--- config.mk ---
export PLATFORM = sky130hd
export DESIGN_NAME = ledreg_front
export DESIGN_NICKNAME = d
export VERILOG_FILES = /design/src/rtl/ledreg_pkg.sv /design/src/rtl/ledreg_addr_match.sv /design/src/rtl/ledreg_ptr.sv /design/src/rtl/ledreg_bank.sv /design/src/rtl/ledreg_front.sv
export SDC_FILE = /design/constraint.sdc
export NUM_CORES = 1
export LEC_CHECK = 0
export ABC_AREA = 1
export BUFFER_PORTS_ARGS = -buffer_cell sky130_fd_sc_hd__buf_2
export CAP_MARGIN = 20
export CORE_ASPECT_RATIO = 1.75
export CORE_MARGIN = 4
export CORE_UTILIZATION = 35
export CTS_CLUSTER_DIAMETER = 150
export DETAILED_ROUTE_END_ITERATION = 10
export PLACE_DENSITY = 0.6
export SETUP_SLACK_MARGIN = 0.15
export SYNTH_ARGS = -nofsm -noshare
export SYNTH_HDL_FRONTEND = slang
export SYNTH_SLANG_ARGS = --single-unit
--- constraint.sdc ---
create_clock -name clk -period 1.7 [get_ports clk]
set_input_delay 0.085 -clock clk [delete_from_list [all_inputs] [get_ports clk]]
set_output_delay 0.085 -clock clk [all_outputs]
set_load 0.005 [all_outputs]
--- src/rtl/ledreg_pkg.sv ---
package ledreg_pkg;
   typedef enum logic [2:0] {
      ST_IDLE,
      ST_ADDR,
      ST_CTRL,
      ST_WDATA,
      ST_READ
   } fe_state_t;

   localparam int unsigned BYTE_W = 8;
endpackage

--- src/rtl/ledreg_addr_match.sv ---
module ledreg_addr_match #(
   parameter int unsigned ADDR_W   = 7,
   parameter logic [6:0]  BASE     = 7'b1100010,
   parameter bit          STRAP_EN = 1'b1
) (
   input  logic [7:0] addr_byte,
   input  logic       strap,
   output logic       match,
   output logic       is_read
);
   logic [ADDR_W-1:0] expect_addr;

   if (ADDR_W != 7) begin : g_bad_width
      $error("ledreg_addr_match: ADDR_W must be 7");
   end

   if (STRAP_EN) begin : g_strap
      assign expect_addr = {BASE[ADDR_W-1:1], strap};
   end else begin : g_fixed
      logic unused_strap;
      assign unused_strap = strap;
      assign expect_addr  = BASE;
   end

   assign match   = (addr_byte[7:1] == expect_addr);
   assign is_read = addr_byte[0];
endmodule

--- src/rtl/ledreg_ptr.sv ---
module ledreg_ptr #(
   parameter int unsigned PTR_W    = 3,
   parameter int unsigned NUM_REGS = 6
) (
   input  logic             clk,
   input  logic             rst_n,
   input  logic             load,
   input  logic             ai_in,
   input  logic [PTR_W-1:0] ptr_in,
   input  logic             step,
   output logic             ai_q,
   output logic [PTR_W-1:0] ptr_q
);
   localparam logic [PTR_W-1:0] LAST = PTR_W'(NUM_REGS - 1);

   if (NUM_REGS > (1 << PTR_W) || NUM_REGS < 2) begin : g_bad_regs
      $error("ledreg_ptr: NUM_REGS out of range for PTR_W");
   end

   always_ff @(posedge clk or negedge rst_n) begin
      if (!rst_n) begin
         ai_q  <= 1'b0;
         ptr_q <= '0;
      end else if (load) begin
         ai_q  <= ai_in;
         ptr_q <= ptr_in;
      end else if (step && ai_q) begin
         ptr_q <= (ptr_q >= LAST) ? '0 : ptr_q + 1'b1;
      end
   end

   // pointer holds when the flag is clear
   a_r7_ptr_hold: assert property (@(posedge clk) disable iff (!rst_n)
      (step && !ai_q && !load) |=> (ptr_q == $past(ptr_q)));

   // wrap back to slot 0 after the last slot or a hole
   a_r6_ptr_wrap: assert property (@(posedge clk) disable iff (!rst_n)
      (step && ai_q && !load && ptr_q >= LAST) |=> (ptr_q == '0));
endmodule

--- src/rtl/ledreg_bank.sv ---
module ledreg_bank #(
   parameter int unsigned DATA_W   = 8,
   parameter int unsigned PTR_W    = 3,
   parameter int unsigned NUM_REGS = 6,
   parameter int unsigned PIN_W    = 4,
   parameter logic [NUM_REGS*DATA_W-1:0] DEFAULTS = '0
) (
   input  logic                           clk,
   input  logic                           rst_n,
   input  logic                           wr_en,
   input  logic                           rd_en,
   input  logic [PTR_W-1:0]               ptr,
   input  logic [DATA_W-1:0]              wr_data,
   input  logic [PIN_W-1:0]               pin_level,
   output logic                           rd_valid,
   output logic [DATA_W-1:0]              rd_data,
   output logic [(NUM_REGS-1)*DATA_W-1:0] cfg_flat
);
   localparam int unsigned SLOTS = 1 << PTR_W;

   if (PIN_W >= DATA_W) begin : g_bad_pins
      $error("ledreg_bank: PIN_W must be below DATA_W");
   end

   logic [DATA_W-1:0] view [SLOTS];

   for (genvar i = 0; i < SLOTS; i++) begin : g_slot
      if (i == 0) begin : g_input
         assign view[i] = {{(DATA_W-PIN_W){1'b0}}, pin_level};
      end else if (i < NUM_REGS) begin : g_store
         logic [DATA_W-1:0] q;
         always_ff @(posedge clk or negedge rst_n) begin
            if (!rst_n)
               q <= DEFAULTS[i*DATA_W +: DATA_W];
            else if (wr_en && ptr == PTR_W'(i))
               q <= wr_data;
         end
         assign view[i] = q;
         assign cfg_flat[(i-1)*DATA_W +: DATA_W] = q;
      end else begin : g_hole
         assign view[i] = '0;
      end
   end

   always_ff @(posedge clk or negedge rst_n) begin
      if (!rst_n) begin
         rd_valid <= 1'b0;
         rd_data  <= '0;
      end else begin
         rd_valid <= rd_en;
         if (rd_en) rd_data <= view[ptr];
      end
   end

   // INPUT reads carry zeros above the pin bits
   a_r8_input_upper_zero: assert property (@(posedge clk) disable iff (!rst_n)
      (rd_en && ptr == '0) |=> (rd_data[DATA_W-1:PIN_W] == '0));

   // a write aimed at INPUT leaves every register unchanged
   a_r8_input_write_ignored: assert property (@(posedge clk) disable iff (!rst_n)
      (wr_en && ptr == '0) |=> $stable(cfg_flat));

   // unused slots read as zero
   a_r9_hole_reads_zero: assert property (@(posedge clk) disable iff (!rst_n)
      (rd_en && ptr >= PTR_W'(NUM_REGS)) |=> (rd_data == '0));
endmodule

--- src/rtl/ledreg_front.sv ---
module ledreg_front
   import ledreg_pkg::*;
#(
   parameter int unsigned PIN_W      = 4,
   parameter logic [6:0]  ADDR_BASE  = 7'b1100010,
   parameter bit          STRAP_EN   = 1'b1,
   parameter logic [7:0]  DEF_PSC0   = 8'h00,
   parameter logic [7:0]  DEF_PWM0   = 8'h80,
   parameter logic [7:0]  DEF_PSC1   = 8'h00,
   parameter logic [7:0]  DEF_PWM1   = 8'h80,
   parameter logic [7:0]  DEF_LEDSEL = 8'h00
) (
   input  logic             clk,
   input  logic             rst_n,
   input  logic             addr_strap,
   input  logic             bus_start,
   input  logic             bus_stop,
   input  logic             addr_valid,
   input  logic             wr_valid,
   input  logic [7:0]       rx_byte,
   input  logic             rd_req,
   input  logic [PIN_W-1:0] pin_level,
   output logic             ack_valid,
   output logic             ack,
   output logic             rd_valid,
   output logic [7:0]       rd_data,
   output logic [7:0]       psc0_q,
   output logic [7:0]       pwm0_q,
   output logic [7:0]       psc1_q,
   output logic [7:0]       pwm1_q,
   output logic [7:0]       led_sel_q
);
   localparam int unsigned NUM_REGS = 6;
   localparam int unsigned PTR_W    = 3;
   localparam int unsigned AI_BIT   = 4;
   localparam logic [NUM_REGS*BYTE_W-1:0] DEFAULTS =
      {DEF_LEDSEL, DEF_PWM1, DEF_PSC1, DEF_PWM0, DEF_PSC0, 8'h00};

   fe_state_t st_q, st_d;
   logic match, is_read;
   logic quiet, addr_ev, ctrl_we, data_we, rd_en;
   logic ai_q;
   logic [PTR_W-1:0] ptr_q;
   logic [(NUM_REGS-1)*BYTE_W-1:0] cfg_flat;

   ledreg_addr_match #(
      .ADDR_W(7), .BASE(ADDR_BASE), .STRAP_EN(STRAP_EN)
   ) addr_i (
      .addr_byte(rx_byte), .strap(addr_strap), .match(match), .is_read(is_read)
   );

   assign quiet   = !bus_start && !bus_stop;
   assign addr_ev = quiet && (st_q == ST_ADDR)  && addr_valid;
   assign ctrl_we = quiet && (st_q == ST_CTRL)  && wr_valid;
   assign data_we = quiet && (st_q == ST_WDATA) && wr_valid;
   assign rd_en   = quiet && (st_q == ST_READ)  && rd_req;

   always_comb begin
      st_d = st_q;
      if (bus_start)    st_d = ST_ADDR;
      else if (bus_stop) st_d = ST_IDLE;
      else if (addr_ev) st_d = !match ? ST_IDLE : (is_read ? ST_READ : ST_CTRL);
      else if (ctrl_we) st_d = ST_WDATA;
   end

   always_ff @(posedge clk or negedge rst_n) begin
      if (!rst_n) begin
         st_q      <= ST_IDLE;
         ack_valid <= 1'b0;
         ack       <= 1'b0;
      end else begin
         st_q      <= st_d;
         ack_valid <= addr_ev || ctrl_we || data_we;
         if (addr_ev)                 ack <= match;
         else if (ctrl_we || data_we) ack <= 1'b1;
      end
   end

   ledreg_ptr #(.PTR_W(PTR_W), .NUM_REGS(NUM_REGS)) ptr_i (
      .clk(clk), .rst_n(rst_n), .load(ctrl_we),
      .ai_in(rx_byte[AI_BIT]), .ptr_in(rx_byte[PTR_W-1:0]),
      .step(data_we || rd_en), .ai_q(ai_q), .ptr_q(ptr_q)
   );

   ledreg_bank #(
      .DATA_W(BYTE_W), .PTR_W(PTR_W), .NUM_REGS(NUM_REGS),
      .PIN_W(PIN_W), .DEFAULTS(DEFAULTS)
   ) bank_i (
      .clk(clk), .rst_n(rst_n), .wr_en(data_we), .rd_en(rd_en),
      .ptr(ptr_q), .wr_data(rx_byte), .pin_level(pin_level),
      .rd_valid(rd_valid), .rd_data(rd_data), .cfg_flat(cfg_flat)
   );

   assign psc0_q    = cfg_flat[0*BYTE_W +: BYTE_W];
   assign pwm0_q    = cfg_flat[1*BYTE_W +: BYTE_W];
   assign psc1_q    = cfg_flat[2*BYTE_W +: BYTE_W];
   assign pwm1_q    = cfg_flat[3*BYTE_W +: BYTE_W];
   assign led_sel_q = cfg_flat[4*BYTE_W +: BYTE_W];

   // matching address is acknowledged next cycle
   a_r1_addr_ack: assert property (@(posedge clk) disable iff (!rst_n)
      (addr_ev && match) |=> (ack_valid && ack));

   // non-matching address is refused next cycle
   a_r2_addr_nack: assert property (@(posedge clk) disable iff (!rst_n)
      (addr_ev && !match) |=> (ack_valid && !ack));

   // silent while idle
   a_r2_idle_silent: assert property (@(posedge clk) disable iff (!rst_n)
      (st_q == ST_IDLE) |=> (!ack_valid && !rd_valid));

   // response strobes never overlap
   a_r12_strobe_excl: assert property (@(posedge clk) disable iff (!rst_n)
      $onehot0({ack_valid, rd_valid}));

   // the control byte never touches a configuration register
   a_r3_ctrl_no_write: assert property (@(posedge clk) disable iff (!rst_n)
      ctrl_we |=> $stable(cfg_flat));
endmodule

### Word level (Yosys, flattened, before mapping)

Cells that the tools add are included.

| storage, ports and cells | value |
|---|---|
| word-level logic and storage cells | 64 |
| memories kept | 0 |
| output and inout port bits | 51 |
| bits in read-only memories | 0 |
| register bits | 58 |
| latch bits | 0 |
| RAM bits | 0 |

| operators by class | value |
|---|---|
| mux-type cells | 14 |
| div/mod/pow operators | 0 |
| shift-type cells | 0 |
| order comparisons | 2 |
| multipliers | 0 |
| bitwise logic cells | 1 |
| reductions and logical operators | 24 |
| add/subtract/negate cells | 1 |
| equal/unequal tests | 10 |

Operator list:

| cell | count |
|---|---|
| $mux 3 | 9 |
| $bmux 8 s3 | 1 |
| $mux 8 | 2 |
| $logic_and 1x1->1 | 15 |
| $eq 3x2->1 const B | 4 |
| $eq 3x3->1 const B | 3 |
| $eq 7x7->1 | 1 |
| $eq 3x1->1 const B | 2 |
| $ge 4x4->1 const B | 1 |
| $logic_or 1x1->1 | 4 |
| $not 3->4 | 1 |
| $reduce_bool 2->1 | 2 |
| $reduce_bool 4->1 | 1 |
| $add 3x1->3 const B | 1 |
| $ge 3x3->1 const B | 1 |
| $logic_not 1->1 | 2 |
| $mux 1 | 2 |

### Depth between registers and ports, before layout

| depth | value |
|---|---|
| word-level depth | 8 |
| mapped depth | 8 |
| depth with buffers taken out | 8 |

### Cells and area by module

From an unflattened synthesis, not the netlist that was laid out.

| second synthesis, totals | value |
|---|---|
| cell total of the unflattened synthesis | 384 |
| area, all modules | 2951.6 um^2 |

By module, submodules not included:

| module | times used | cells an instance | area each (um^2) |
|---|---|---|---|
| ledreg_bank | 1 | 287 | 2287.2 |
| ledreg_front | 1 | 44 | 335.3 |
| ledreg_ptr | 1 | 43 | 281.5 |
| ledreg_addr_match | 1 | 10 | 47.5 |

### Least setup slack after synthesis

OpenSTA, ideal clock, no wires.

| timing | value |
|---|---|
| path type | reg2reg |
| start | register ptr_i.ptr_q[1] |
| end | register ptr_i.ptr_q[0] |
| buffers on the path | 0 |
| data arrival time | 1.427 ns |
| cell stages (with the launch flop) | 9 |
| clock period less this slack | 1.493 ns |
| data required time | 1.634 ns |
| path slack | 0.207 ns |
| library setup time | 0.066 ns |
| cells stage by stage | dfrtp_1 -> inv_1 -> ha_1 -> nand3b_1 -> nand2_1 -> nand3_1 -> nand2_1 -> nand2_1 -> nand2_1 |

| between the ends | value |
|---|---|
| cells in the longest elaborated chain, start to end | 4 |

RTL lines:

| what | line | source |
|---|---|---|
| start: declaration | ledreg_ptr.sv:12 | `output logic [PTR_W-1:0] ptr_q` |
| start signal: assignment | ledreg_ptr.sv:26 | `ptr_q <= ptr_in;` |
| start signal: assignment | ledreg_ptr.sv:28 | `ptr_q <= (ptr_q >= LAST) ? '0 : ptr_q + 1'b1;` |
| $ge 3x3->1 | ledreg_ptr.sv:28 |  |
| $mux 3 | ledreg_ptr.sv:28 |  |
| $mux 3 | ledreg_ptr.sv:27 | `end else if (step && ai_q) begin` |
| $mux 3 | ledreg_ptr.sv:24 | `end else if (load) begin` |

Every way passes these cells. The select of a mux whose other input is x is not followed.
A chain may end at the register's enable or synchronous reset.

### Worst setup path after layout

| timing | value |
|---|---|
| start | input bus_start |
| end | register bank_i.g_slot[4].g_store.q[6] |

| between the ends | value |
|---|---|
| cells in the longest elaborated chain, start to end | 5 |

RTL lines:

| what | line | source |
|---|---|---|
| start: declaration | ledreg_front.sv:16 | `input logic bus_start,` |
| $logic_not 1->1 | ledreg_front.sv:52 | `assign quiet = !bus_start && !bus_stop;` |
| $logic_and 1x1->1 | ledreg_front.sv:52 |  |
| $logic_and 1x1->1 (2 in series) | ledreg_front.sv:55 | `assign data_we = quiet && (st_q == ST_WDATA) && wr_valid;` |
| $logic_and 1x1->1 | ledreg_bank.sv:35 | `else if (wr_en && ptr == PTR_W'(i))` |
| end signal: assignment | ledreg_bank.sv:34 | `q <= DEFAULTS[i*DATA_W +: DATA_W];` |
| end signal: assignment | ledreg_bank.sv:36 | `q <= wr_data;` |
| end: declaration | ledreg_bank.sv:31 | `logic [DATA_W-1:0] q;` |

Every way passes these cells.

==> impl_metrics.py <==
metrics = {
    "worst_setup_path": {
        "path_delay_family": "buffers and inverters",
        "critPathRequiredTime_ps": 1910,
        "cpPeakStageDelay_ps": 530,
        "cp.arrival_ps": 1690,
        "startpoint_type": "primary input",
        "crit_top_cell": "nand3_2",
        "crit_type": "in -> reg",
        "crit_path_end_kind": "flip-flop",
        "path_max_fanout": 16,
        "crit_path_top_delay_cell": "dlygate4sd3_1",
        "path_buf_inv": 4,
        "cp_cell_sequence": "dlygate4sd3_1 -> buf_2 -> nor2_4 -> nand3_2 -> inv_4 -> nand3_2 -> buf_4 -> nand2_1 -> o21ai_2",
    },
    "hold_path": {
        "hp-class": "in -> reg",
    },
    "routing": {
        "wl_per_cell_um": 13.6,
        "drtAntennaViolNets": 0,
        "totalWireLength_um": 7710,
        "vias": 2603,
        "avgViaCountPerCell": 4.59,
        "drt_iter0_drc": 144,
        "drcViolationCount": 0,
        "drt_pass1_iterations": 4,
    },
    "clocking": {
        "cts_buffers": 9,
        "clkTransAtPathRegs_ps": 50,
        "clk_latency_ps": 330,
        "htree_levels": 3,
        "clock-root-buffer": "clkbuf_16",
        "cts_tree": "yes",
        "cts.sinks": 58,
        "cts.path.max_buffers": 2,
    },
    "timing": {
        "drv_slew": 0,
        "setup_viol_count_final": 0,
        "finalCritPeriodShare_pct": 86.6,
        "worst_pin_slew_ps": 336,
        "setup_slack_ps": 227,
        "finalHoldViolations": 0,
        "clock.fmax_mhz": 679,
        "fin_skew_ps": 4.84,
        "relSlewSlack_pct": 77.5,
        "min_period_ps": 1470,
        "rsz0062_at_grt": "yes",
        "finalSetupTns_ps": 0,
    },
    "floorplanning": {
        "die_h_um": 130,
        "die_area_mm2": 0.0101,
        "rows": 44,
        "core-area_mm2": 0.00831,
        "ioPinCount": 71,
        "initial_utilization_pct": 35.8,
        "die_w_um": 77.7,
    },
    "synthesis": {
        "syn_inst": 365,
        "synth_seq_area_share_pct": 48.8,
        "yosysWarnings": 0,
        "ys_ff_latch": 58,
        "ys_types": 26,
        "avgSynthCellArea_um2": 8.16,
        "netlist_area_mm2": 0.00298,
        "syn_nets": 390,
    },
    "cells_and_area": {
        "antennaDiodeCount": 0,
        "areaGrowthSynthToFinish_pct": 26.4,
        "final_cells": 567,
        "drive_gt1_share_pct": 27.9,
        "fin_nets": 472,
    },
    "global_routing": {
        "grt_pass1_vias": 2587,
        "grt_usage_pct": 16.2,
        "antenna_found_initial": 0,
        "grt_pass1_wl_um": 12600,
        "overflow": 0,
        "grt_max_degree": 59,
    },
    "placement": {
        "portBuffers": 70,
        "dpl_worst_slack_ps": 116,
        "dp_cells": 546,
        "hpwlAfterDp_um": 5870,
        "place_congestion": 0.801,
    },
    "job": {
        "drv_cap": 0,
    },
    "outcome": {
        "status": "complete, no violations",
    },
    "power": {
        "p_leak_nw": 2.04,
        "ir_drop_uv": 516,
        "powerDensity_mw_per_mm2": 910,
    },
}
-- state kept, by name, indices dropped and copies added (netlist names) --
signal / flops
ack_valid: 1
ptr_i.ptr_q: 3
bank_i.rd_valid: 1
bank_i.rd_data: 8
bank_i.g_slot.g_store.q: 40
ptr_i.ai_q: 1
ack: 1
st_q: 3
-- cells by family (layout without fill, tap and decap cells) --
kind of cell	count (synthesis)	count (layout)	synth area share [%]
compound gates	66	66	12.4
fa+ha+maj	5	5	2.10
buf+inv	46	133	7.61
flops	58	58	48.8
simple gates	190	190	29.0
-- cells in the mapped netlist, drive strengths merged --
library cell  count  area share (%)
buf               9             2.9
dfrtp            56              47
ha                5             2.1
clkinv            1            0.13
inv              33             4.2
nor2             37             5.7
nand3b            1            0.25
o21bai            4             1.0
a21oi             8             1.3
o21ai            54              10
dfstp             2             1.8
clkbuf            3            0.38
or2               9             1.9
nand2           117              15
nand3            26             6.1
-- layer usage --
metal,part of all wire (%),vias to the layer above,track usage (%)
met4,1.9,0,7.23
met2,53,75,28.5
met5,0,-,0
met3,4.9,11,4.01
li1,-,1331,-
met1,40,1186,18.4
-- tightest hold or removal path, cell delays in order --
cell and delay, ps:
buf_2 100, nor2_4 60, nand3_1 70, nand2_1 50
-- where the power goes --
| group | total, mW | internal, mW | switching, mW |
|---|---|---|---|
| sequential | 1.43 | 1.41 | 0.0248 |
| clock | 1.60 | 1.02 | 0.582 |
| combinational | 0.391 | 0.159 | 0.233 |
| total | 3.43 | 2.59 | 0.839 |
-- repair_timing --
| action | in CTS | in global routing |
|---|---|---|
| pin swaps | 0 | 0 |
| gates resized for setup | 1 | 3 |
| hold buffers | 2 | 0 |
| endpoints found under the setup margin | 2 | 22 |
| hold endpoints to repair | 57 | 0 |
| buffers inserted | 0 | 3 |
-- per-stage QoR --
step	cell area [µm²]	util, %	hold WS [ps]	power (mW)
floorplan	2980	-	-211	1.67
global placement	3450	41.5	109	1.81
detailed placement	3450	41.5	115	1.82
CTS	3730	44.9	81.1	3.44
global route	3760	45.3	98.5	3.55
finish	3760	45.3	84.3	3.43
-- cell usage in the layout, fill, tap and decap left out, types with 3 or more instances in the layout --
cell       count
dfrtp_1       56
clkbuf_1       4
nor2_1        34
a21oi_1        8
o21ai_0       45
o21bai_1       4
o21ai_2        8
nand2_1      116
or2_2          9
buf_4         10
ha_1           5
inv_1         30
nand3_4        3
buf_2         70
nand3_2        3
nand3_1       20
clkbuf_16      9
-- cell type report --
cell class | instances | area, µm²
fill | 868 | 4550
sequential | 58 | 1450
multi-input combinational | 261 | 1300
timing repair buffer | 83 | 465
clock buffer | 14 | 254
tap | 115 | 144
inverter | 34 | 138
clock inverter | 2 | 12.5
-- worst paths after layout --
path	slack, ps	depth (start not counted)	startpoint	endpoint
max reg2reg	230	6	ptr_i.ptr_q[0]	bank_i.g_slot[4].g_store.q[6]
min reg2reg	500	2	bank_i.g_slot[2].g_store.q[5]	bank_i.g_slot[2].g_store.q[5]
min	80	4	bus_stop	st_q[0]
min in group asynchronous	280	3	rst_n	bank_i.g_slot[5].g_store.q[5]
max in group asynchronous	1120	3	rst_n	bank_i.g_slot[2].g_store.q[7]
max	230	9	bus_start	bank_i.g_slot[4].g_store.q[6]
(Power assumes the default switching activity.)
